**src/rtl/hsw_pkg.sv**
```systemverilog
package hsw_pkg;
    typedef enum logic [1:0] {ST_OFF, ST_INIT, ST_WAIT, ST_LINK} link_state_t;
    typedef enum logic [1:0] {RP_IDLE, RP_CARD, RP_BP, RP_HOLD} rep_state_t;
    localparam int SYNC_DEPTH = 2;
    localparam int NUM_LINES  = 4;
    // line vector order: [0] card SDA, [1] card SCL, [2] bp SDA, [3] bp SCL
    localparam int L_CSDA = 0;
    localparam int L_CSCL = 1;
    localparam int L_BSDA = 2;
    localparam int L_BSCL = 3;
endpackage

```
**src/rtl/hsw_sync.sv**
```systemverilog
module hsw_sync #(
    parameter int W     = 4,
    parameter int DEPTH = 2
) (
    input  logic         clk,
    input  logic         rst_n,
    input  logic [W-1:0] d,
    output logic [W-1:0] q
);
    logic [W-1:0] stg [DEPTH];

    for (genvar i = 0; i < DEPTH; i++) begin : g_stg
        if (i == 0) begin : g_first
            always_ff @(posedge clk or negedge rst_n) begin
                if (!rst_n) stg[i] <= '1;
                else        stg[i] <= d;
            end
        end else begin : g_next
            always_ff @(posedge clk or negedge rst_n) begin
                if (!rst_n) stg[i] <= '1;
                else        stg[i] <= stg[i-1];
            end
        end
    end

    assign q = stg[DEPTH-1];
endmodule

```
**src/rtl/hsw_quiet_det.sv**
```systemverilog
module hsw_quiet_det
    import hsw_pkg::*;
#(
    parameter int IDLE_CYCLES = 500
) (
    input  logic                 clk,
    input  logic                 rst_n,
    input  logic                 armed,
    input  logic [NUM_LINES-1:0] lines,
    output logic                 join_req
);
    localparam int CW = $clog2(IDLE_CYCLES + 1);
    localparam logic [CW-1:0] LAST = CW'(IDLE_CYCLES - 1);

    logic [CW-1:0] idle_cnt;
    logic          sda_prev;
    logic          all_hi;
    logic          stop_hit;
    logic          idle_hit;

    assign all_hi   = &lines;
    assign stop_hit = armed && all_hi && !sda_prev;
    assign idle_hit = armed && all_hi && (idle_cnt == LAST);
    assign join_req = stop_hit || idle_hit;

    always_ff @(posedge clk or negedge rst_n) begin
        if (!rst_n) begin
            idle_cnt <= '0;
            sda_prev <= 1'b1;
        end else begin
            sda_prev <= lines[L_CSDA];
            if (!armed || !all_hi)   idle_cnt <= '0;
            else if (idle_cnt != LAST) idle_cnt <= idle_cnt + 1'b1;
        end
    end
endmodule

```
**src/rtl/hsw_pair_rep.sv**
```systemverilog
module hsw_pair_rep
    import hsw_pkg::*;
#(
    parameter int HOLD = SYNC_DEPTH + 1
) (
    input  logic clk,
    input  logic rst_n,
    input  logic active,
    input  logic card_low,
    input  logic bp_low,
    output logic drive_card,
    output logic drive_bp
);
    localparam int HW = $clog2(HOLD + 1);
    localparam logic [HW-1:0] HOLD_LAST = HW'(HOLD - 1);

    rep_state_t    st_q, st_d;
    logic [HW-1:0] hold_cnt;

    always_comb begin
        st_d = st_q;
        if (!active) begin
            st_d = RP_IDLE;
        end else begin
            unique case (st_q)
                RP_IDLE: begin
                    if (card_low)    st_d = RP_CARD;
                    else if (bp_low) st_d = RP_BP;
                end
                RP_CARD: if (!card_low) st_d = RP_HOLD;
                RP_BP:   if (!bp_low)   st_d = RP_HOLD;
                RP_HOLD: if (hold_cnt == HOLD_LAST) st_d = RP_IDLE;
                default: st_d = RP_IDLE;
            endcase
        end
    end

    always_ff @(posedge clk or negedge rst_n) begin
        if (!rst_n) begin
            st_q     <= RP_IDLE;
            hold_cnt <= '0;
        end else begin
            st_q <= st_d;
            if (st_q == RP_HOLD && st_d == RP_HOLD) hold_cnt <= hold_cnt + 1'b1;
            else                                    hold_cnt <= '0;
        end
    end

    always_comb begin
        drive_card = (st_q == RP_BP);
        drive_bp   = (st_q == RP_CARD);
    end
endmodule

```
**src/rtl/hotswap_link_ctrl.sv**
```systemverilog
module hotswap_link_ctrl
    import hsw_pkg::*;
#(
    parameter int INIT_CYCLES = 1000,
    parameter int IDLE_CYCLES = 500
) (
    input  logic clk,
    input  logic rst_n,
    input  logic supply_ok,
    input  logic enable,
    input  logic card_sda_i,
    input  logic card_scl_i,
    input  logic bp_sda_i,
    input  logic bp_scl_i,
    output logic card_sda_pd,
    output logic card_scl_pd,
    output logic bp_sda_pd,
    output logic bp_scl_pd,
    output logic precharge_en,
    output logic linked
);
    localparam int IW = $clog2(INIT_CYCLES + 1);
    localparam logic [IW-1:0] INIT_LAST = IW'(INIT_CYCLES - 1);
    localparam int NPAIR = 2;

    link_state_t          state_q, state_d;
    logic [IW-1:0]        init_cnt;
    logic [NUM_LINES-1:0] raw_lines, sync_lines;
    logic                 join_req;
    logic                 power_on;
    logic [NPAIR-1:0]     drv_card, drv_bp;

    assign raw_lines = {bp_scl_i, bp_sda_i, card_scl_i, card_sda_i};
    assign power_on  = supply_ok && enable;

    hsw_sync #(.W(NUM_LINES), .DEPTH(SYNC_DEPTH)) u_sync (
        .clk(clk), .rst_n(rst_n), .d(raw_lines), .q(sync_lines)
    );

    hsw_quiet_det #(.IDLE_CYCLES(IDLE_CYCLES)) u_quiet (
        .clk(clk), .rst_n(rst_n), .armed(state_q == ST_WAIT),
        .lines(sync_lines), .join_req(join_req)
    );

    // pair 0 = SDA, pair 1 = SCL
    for (genvar p = 0; p < NPAIR; p++) begin : g_pair
        hsw_pair_rep u_rep (
            .clk       (clk),
            .rst_n     (rst_n),
            .active    (state_q == ST_LINK),
            .card_low  (!sync_lines[p]),
            .bp_low    (!sync_lines[p+2]),
            .drive_card(drv_card[p]),
            .drive_bp  (drv_bp[p])
        );
    end

    always_comb begin
        state_d = state_q;
        if (!power_on) begin
            state_d = ST_OFF;
        end else begin
            unique case (state_q)
                ST_OFF:  state_d = ST_INIT;
                ST_INIT: if (init_cnt == INIT_LAST) state_d = ST_WAIT;
                ST_WAIT: if (join_req) state_d = ST_LINK;
                ST_LINK: state_d = ST_LINK;
                default: state_d = ST_OFF;
            endcase
        end
    end

    always_ff @(posedge clk or negedge rst_n) begin
        if (!rst_n) begin
            state_q  <= ST_OFF;
            init_cnt <= '0;
        end else begin
            state_q <= state_d;
            if (state_q == ST_INIT && state_d == ST_INIT) init_cnt <= init_cnt + 1'b1;
            else                                          init_cnt <= '0;
        end
    end

    always_comb begin
        linked       = (state_q == ST_LINK);
        precharge_en = (state_q == ST_INIT) || (state_q == ST_WAIT);
        card_sda_pd  = linked && drv_card[0];
        card_scl_pd  = linked && drv_card[1];
        bp_sda_pd    = linked && drv_bp[0];
        bp_scl_pd    = linked && drv_bp[1];
    end
endmodule

```
**config.mk**
```make
export PLATFORM = sky130hd
export DESIGN_NAME = hotswap_link_ctrl
export DESIGN_NICKNAME = d
export VERILOG_FILES = /design/src/rtl/hsw_pkg.sv /design/src/rtl/hsw_sync.sv /design/src/rtl/hsw_quiet_det.sv /design/src/rtl/hsw_pair_rep.sv /design/src/rtl/hotswap_link_ctrl.sv
export SDC_FILE = /design/constraint.sdc
export NUM_CORES = 1
export LEC_CHECK = 0
export ABC_AREA = 1
export BUFFER_PORTS_ARGS = -buffer_cell sky130_fd_sc_hd__buf_2
export CAP_MARGIN = 0
export CORE_MARGIN = 2
export CORE_UTILIZATION = 30
export CTS_BUF_LIST = sky130_fd_sc_hd__clkbuf_2 sky130_fd_sc_hd__clkbuf_4 sky130_fd_sc_hd__clkbuf_8
export DETAILED_ROUTE_END_ITERATION = 16
export PLACE_DENSITY = 0.56
export REMOVE_ABC_BUFFERS = 1
export SYNTH_ARGS = -nofsm -noshare
export SYNTH_HDL_FRONTEND = slang
export SYNTH_SLANG_ARGS = --single-unit
```
**constraint.sdc**
```tcl
create_clock -name clk -period 1.82 [get_ports clk]
set_input_delay 0.091 -clock clk [delete_from_list [all_inputs] [get_ports clk]]
set_output_delay 0.091 -clock clk [all_outputs]
set_load 0.01 [all_outputs]
```
==> impl_metrics.json, run 1 <==
{
  "status": "finished, final reports clean",
  "numCtsBuffers": 5,
  "skew_ns": 0.001822,
  "power_density_nw_per_um2": 711.8,
  "die_y_um": 81.69,
  "crit_fanout": 5,
  "die_w_um": 81.69,
  "slew_headroom_pct": 68.13,
  "fp-row-count": 28,
  "firstDrtPassIters": 4,
  "grt.overflow.total": 0,
  "worst_pin_slew_ns": 0.4780,
  "syn_area_um2": 1810,
  "slew_violations": 0,
  "async_reset_ff_share_pct": 100.0,
  "htreeDepth": 2,
  "cts-root-buf": "clkbuf_8",
  "layout-drive-gt1-share_pct": 28.70,
  "die_area_um2": 6672,
  "num-fill-cells": 620,
  "cts_tree": "yes",
  "critPathTopFamily": "simple AND/OR/NAND/NOR gates",
  "cts.clk_slew.worst_paths_ns": 0.07,
  "worst-setup-path-type": "reg2reg",
  "r2r_setup_slack_ns": 0.17,
  "hold_viol": 0,
  "synth_cell_types": 25,
  "cp_cell_sequence": "inv_1 -> ha_2 -> nand3_2 -> nor2_8 -> nand3_2 -> nand2_2 -> nor2_2 -> a21oi_4 -> nand2_4 -> nor2_2",
  "min_period_ns": 1.654,
  "rsz0062_at_grt": "false",
  "routabilityCongestion": 0.7764,
  "synth_edf_count": 0,
  "drt.antenna.violating_nets": 0,
  "syn_inst": 193,
  "synth_ff_type": "dfrtp_1",
  "required_ns": 2.04,
  "gr-usage-all-layers_pct": 10.30,
  "synth_warnings": 0,
  "cp_slowest_stage_delay_ns": 0.40,
  "antenna_found_initial": 0,
  "grt_start_max_net_pins": 39,
  "critPathCaptureType": "flip-flop",
  "drc_errors": 0,
  "core_area_um2": 5886,
  "final_util_pct": 36.71,
  "clk_latency_ns": 0.28,
  "dr_total_vias": 1252,
  "cts_buffer_depth": 2,
  "ys_seq_area_share_pct": 53.14,
  "power.total_mw": 1.538,
  "maxCapViolations": 0,
  "final_cell_mix": "30 x nand2_1, 29 x dfrtp_1, 22 x nor2_1, 22 x inv_1, 13 x buf_2",
  "dp_hpwl_um": 2062,
  "min_period_over_period_pct": 90.86,
  "antennaDiodeCount": 0,
  "arrival_ns": 1.87,
  "first_global_vias": 1228,
  "nets": 238,
  "cp_slowest_cell": "dfrtp_1",
  "cp_num_buf_inv": 1,
  "finalSetupViolations": 0,
  "cp-start-kind": "flip-flop",
  "finalWirelength_um": 2973,
  "area_growth_pct": 19.35,
  "hp-class": "in2reg",
  "final_common_cell": "nand2_1",
  "cts.sinks": 38,
  "max_freq_mhz": 604.7,
  "wl_per_cell_um": 9.977,
  "drt_iter0_drc": 35,
  "vias_per_cell": 4.201,
  "avgSynthCellArea_um2": 9.381,
  "numPortBuffers": 13,
  "ir_drop_v": 0.0003068,
  "grt_pass1_wl_um": 5181,
  "hold_slack_ns": 0.1723,
  "p_leak_nw": 0.9899,
  "initial_core_util_pct": 30.76,
  "setup_tns_ns": 0,
  "ys_seq_elements": 38,
  "io_pins": 14
}
==> cell usage after synthesis, types with 2 or more instances <==
library cell / count / area [µm²]
inv_1: 22 / 82.58
o21ai_0: 8 / 40.04
ha_1: 8 / 100.1
nand2_1: 30 / 112.6
nor2_2: 12 / 75.07
nand4_1: 3 / 18.77
a21oi_1: 8 / 40.04
inv_2: 5 / 18.77
nand2_2: 3 / 18.77
nor2_1: 22 / 82.58
nand3_1: 9 / 45.04
nand2_4: 2 / 22.52
dfstp_2: 9 / 236.5
xor2_1: 6 / 52.55
nand3_2: 2 / 20.02
xnor2_1: 2 / 17.52
nor3_1: 6 / 30.03
dfrtp_1: 29 / 725.7
==> state kept, by name (all words and copies together) (netlist names) <==
| name | flops |
|---|---|
| u_quiet.sda_prev | 1 |
| u_sync.q | 4 |
| init_cnt | 10 |
| u_sync.stg | 4 |
| g_pair.u_rep.hold_cnt | 4 |
| u_quiet.idle_cnt | 9 |
| g_pair.u_rep.st_q | 4 |
| state_q | 2 |
==> worst min-delay path, stage by stage <==
cell and delay (ns):
buf_2 0.10, nand2_1 0.16, nor2_1 0.07
==> per-stage QoR <==
stage / instance area (µm²) / setup WS, ns / std cells
finish: 2161 / 0.1663 / 298
global route: 2161 / 0.02933 / 298
CTS: 2117 / 0.06567 / 294
detailed placement: 1972 / 0.08049 / 281
global placement: 1972 / 0.1526 / 281
floorplan: 1805 / 0.2626 / 192
==> power by group <==
part	switching, mW	internal (mW)
clock	0.277	0.320
combinational	0.0413	0.0267
sequential	0.00841	0.865
==> path summary, 6_finish.rpt <==
check | start | to | cells after the start
setup / recovery | state_q[0]$_DFF_PN0_ | init_cnt[6]$_DFF_PN0_ | 10
hold / removal | enable | state_q[1]$_DFF_PN0_ | 3
setup reg to reg | state_q[0]$_DFF_PN0_ | init_cnt[6]$_DFF_PN0_ | 10
hold reg to reg | u_sync.stg[7]$_DFF_PN1_ | u_sync.q[3]$_DFF_PN1_ | 0
max in group asynchronous | rst_n | u_sync.stg[5]$_DFF_PN1_ | 3
min in group asynchronous | rst_n | u_quiet.idle_cnt[5]$_DFFE_PN0N_ | 3
==> layer usage <==
metal  wire length (µm)  part of all wire [%]  vias up  track usage [%]
met5                  0                     0        -                0
met4                 49                   1.6        0            4.333
met3                 77                   2.6        5            3.626
met2               1433                    48       13            17.46
met1               1412                    47      567            11.80
li1                   -                     -      667                -
==> area by class of cell <==
cell class,count,area (µm²),share of cell area [%]
Tap cell,75,93.84,4.343
Clock buffer,7,90.09,4.169
Sequential cell,38,962.2,44.53
Clock inverter,1,5.005,0.2316
Timing Repair Buffer,22,145.1,6.717
Inverter,27,101.3,4.690
Multi-Input combinational cell,128,763.2,35.32
==> kinds of logic after synthesis <==
family | count (synthesis) | share of synthesized area, %
AO/OA/AOI/OAI | 19 | 6.220
XOR/XNOR | 8 | 3.870
adder cells (fa/ha/maj) | 8 | 5.529
flip-flops | 38 | 53.14
buffers and inverters | 28 | 5.874
AND/OR/NAND/NOR | 92 | 25.36
==> timing repair <==
action / in CTS / in global routing
resized for setup: 0 / 3
hold endpoints to repair: 33 / 0
hold buffers: 5 / 0
buffers inserted: 0 / 3
endpoints found under the setup margin: 0 / 10
Power figures use the tool's default switching activity.
==> run 2: changes to the inputs <==
--- a/config.mk
+++ b/config.mk
@@ -12,8 +12,9 @@
 export CORE_UTILIZATION = 30
 export CTS_BUF_LIST = sky130_fd_sc_hd__clkbuf_2 sky130_fd_sc_hd__clkbuf_4 sky130_fd_sc_hd__clkbuf_8
 export DETAILED_ROUTE_END_ITERATION = 16
-export PLACE_DENSITY = 0.56
+export PLACE_DENSITY = 0.55
 export REMOVE_ABC_BUFFERS = 1
 export SYNTH_ARGS = -nofsm -noshare
 export SYNTH_HDL_FRONTEND = slang
+export SYNTH_HIERARCHICAL = 1
 export SYNTH_SLANG_ARGS = --single-unit
==> run 2 against run 1 <==
Effect of this change: clock power rose by 46%; flip-flop and latch count did not move; synthesized cell count rose by 15%; design area rose by 11%; clock skew rose by 0.0045 ns; register-to-register slack got worse by 0.10 ns; critical path type unchanged; largest cell class unchanged.
==> impl_metrics.json, run 2 <==
{
  "synth_cell_types": 22,
  "max_freq_mhz": 569.3,
  "die_area_um2": 7010,
  "power.total_mw": 1.809,
  "grt.overflow.total": 0,
  "required_ns": 2.04,
  "maxCapViolations": 0,
  "finalWirelength_um": 3174,
  "cts.clk_slew.worst_paths_ns": 0.07,
  "io_pins": 14,
  "synth_top_area_share_pct": 38.06,
  "drt_iter0_drc": 67,
  "crit_fanout": 5,
  "cts_tree": "yes",
  "reg.largest.list": "init_cnt: 10 flops, u_quiet/idle_cnt: 9 flops",
  "slew_violations": 0,
  "r2r_setup_slack_ns": 0.06,
  "final_cell_mix": "36 x nand2_1, 35 x inv_1, 30 x nor2_1",
  "min_period_ns": 1.757,
  "die_y_um": 83.73,
  "drt.antenna.violating_nets": 0,
  "synth_edf_count": 0,
  "antennaDiodeCount": 0,
  "ys_seq_area_share_pct": 50.46,
  "finalSetupViolations": 0,
  "hp-class": "in2reg",
  "htreeDepth": 2,
  "worst_pin_slew_ns": 0.4753,
  "numCtsBuffers": 5,
  "gr-usage-all-layers_pct": 9.630,
  "routabilityCongestion": 0.7432,
  "ys_seq_elements": 38,
  "fp-row-count": 29,
  "intPower_mw": 1.475,
  "power_frac_seq_pct": 48.1,
  "synth_ff_type": "dfrtp_1",
  "grt_start_max_net_pins": 39,
  "wl_per_cell_um": 9.475,
  "power_density_nw_per_um2": 754.8,
  "syn_area_um2": 1907,
  "syn_inst": 221,
  "arrival_ns": 1.97,
  "dr_total_vias": 1380,
  "cp-start-kind": "flip-flop",
  "vias_per_cell": 4.119,
  "antenna_found_initial": 0,
  "cts-root-buf": "clkbuf_8",
  "cp_slowest_stage_delay_ns": 0.39,
  "hold_slack_ns": 0.1731,
  "min_period_over_period_pct": 96.51,
  "cp_cell_sequence": "inv_2 -> ha_4 -> nand3_2 -> nor2_2 -> inv_2 -> a21oi_2 -> o21ai_1 -> and2_1 -> nand2_1 -> nand2_2 -> nor2_4 -> nand2_4 -> nor2_2",
  "cts_buffer_depth": 2,
  "first_global_vias": 1241,
  "worst-setup-path-type": "reg2reg",
  "drc_errors": 0,
  "synthTopCellsByCount": "38 x nand2_1, 37 x inv_1, 37 x nor2_1",
  "yosysMostFrequentCell": "nand2_1",
  "p_leak_nw": 1.164,
  "yosys.area.top_type": "dfrtp_1",
  "p_comb_share_pct": 3.6,
  "ir_drop_v": 0.0004591,
  "swShare_pct": 18.46,
  "synth_warnings": 6,
  "rsz0062_at_grt": "true",
  "initial_core_util_pct": 30.55,
  "status": "finished, final reports clean",
  "grt_pass1_wl_um": 5340,
  "async_reset_ff_share_pct": 100.0,
  "largest_reg_flops": 10,
  "hold_viol": 0,
  "numPortBuffers": 13,
  "switchingPower_mw": 0.3339,
  "firstDrtPassIters": 4,
  "dp_hpwl_um": 2189,
  "cp_slowest_cell": "dfrtp_1",
  "final_common_cell": "nand2_1",
  "clk_latency_ns": 0.28,
  "core_area_um2": 6241,
  "die_w_um": 83.73,
  "clock_power_share_pct": 48.3,
  "critPathCaptureType": "flip-flop",
  "skew_ns": 0.006311,
  "regMostFlops": "init_cnt",
  "nets": 274,
  "slew_headroom_pct": 68.31,
  "avgSynthCellArea_um2": 8.628,
  "synth_area_leaders": "dfrtp_1 38%, dfstp_2 12%, nand2_1 7.5%",
  "cts.sinks": 38,
  "layout-drive-gt1-share_pct": 29.46,
  "area_growth_pct": 25.66
}
==> run 2: cell families after synthesis <==
kind of cell / share of synthesized area, %
AOI/OAI and AO/OA: 2.755
xor gates and xnor gates: 4.593
adders and majority gates: 5.906
buffers and inverters: 9.055
DFF: 50.46
and+or+nand+nor: 27.23
==> run 2: path summary, 6_finish.rpt <==
path	cells past startpoint	to	start
worst max-delay path	13	init_cnt[0]$_DFF_PN0_	state_q[0]$_DFF_PN0_
worst min-delay path	5	state_q[0]$_DFF_PN0_	enable
worst max register to register	13	init_cnt[0]$_DFF_PN0_	state_q[0]$_DFF_PN0_
worst min register to register	0	u_sync/q[3]$_DFF_PN1_	u_sync/stg[7]$_DFF_PN1_
max in group asynchronous	3	u_sync/stg[7]$_DFF_PN1_	rst_n
min in group asynchronous	3	g_pair[0].u_rep/hold_cnt[1]$_DFF_PN0_	rst_n
==> run 2: cell type report <==
class,instances,area [µm²]
Fill cell,640,3845
Clock buffer,6,82.58
Clock inverter,2,60.06
Tap cell,77,96.34
Timing Repair Buffer,32,220.2
Sequential cell,38,962.2
Inverter,38,142.6
Multi-Input combinational cell,142,832.0
==> run 2: layer usage <==
metal	global-route usage, %	vias up	part of all wire, %
met5	0	-	0
met4	4.399	0	1.1
met3	2.967	2	3.0
met2	14.69	16	47
met1	12.54	616	49
li1	-	746	-
==> run 2: what timing repair did <==
item,4_1_cts,5_1_grt
resized for setup,0,19
endpoints found under the setup margin,0,10
buffers inserted,0,4
hold buffers,5,0
hold endpoints to repair,33,0
==> run 2: critical path: cells and delay by family, from the launching register on <==
family	cells	cell delay (ns)
DFF	1	0.39
buffers and inverters	2	0.16
adders and majority gates	1	0.15
and+or+nand+nor	8	0.84
AOI/OAI and AO/OA	2	0.16
==> run 2: power groups by stage <==
| stage | logic, mW | registers [mW] | clock network [mW] |
|---|---|---|---|
| 2_1_floorplan | 0.0203 | 0.884 | 0 |
| 3_3_place_gp | 0.0535 | 0.885 | 0 |
| 3_5_place_dp | 0.0536 | 0.885 | 0 |
| 4_1_cts | 0.0619 | 0.869 | 0.913 |
| 5_1_grt | 0.0753 | 0.872 | 0.946 |
| 6_report | 0.0657 | 0.870 | 0.873 |
==> run 2: stage by stage <==
stage          utilization [%]  std cells  instance area, µm²  TNS [ns]  setup slack, ns
3_3_place_gp             33.86        317                2113         0           0.1201
3_5_place_dp             33.86        317                2113         0          0.06014
5_1_grt                  38.39        335                2396   -0.3826         -0.06594
4_1_cts                  36.95        330                2306         0          0.04186
6_report                 38.39        335                2396         0          0.06349
2_1_floorplan                -        217                1877         0        0.0003165
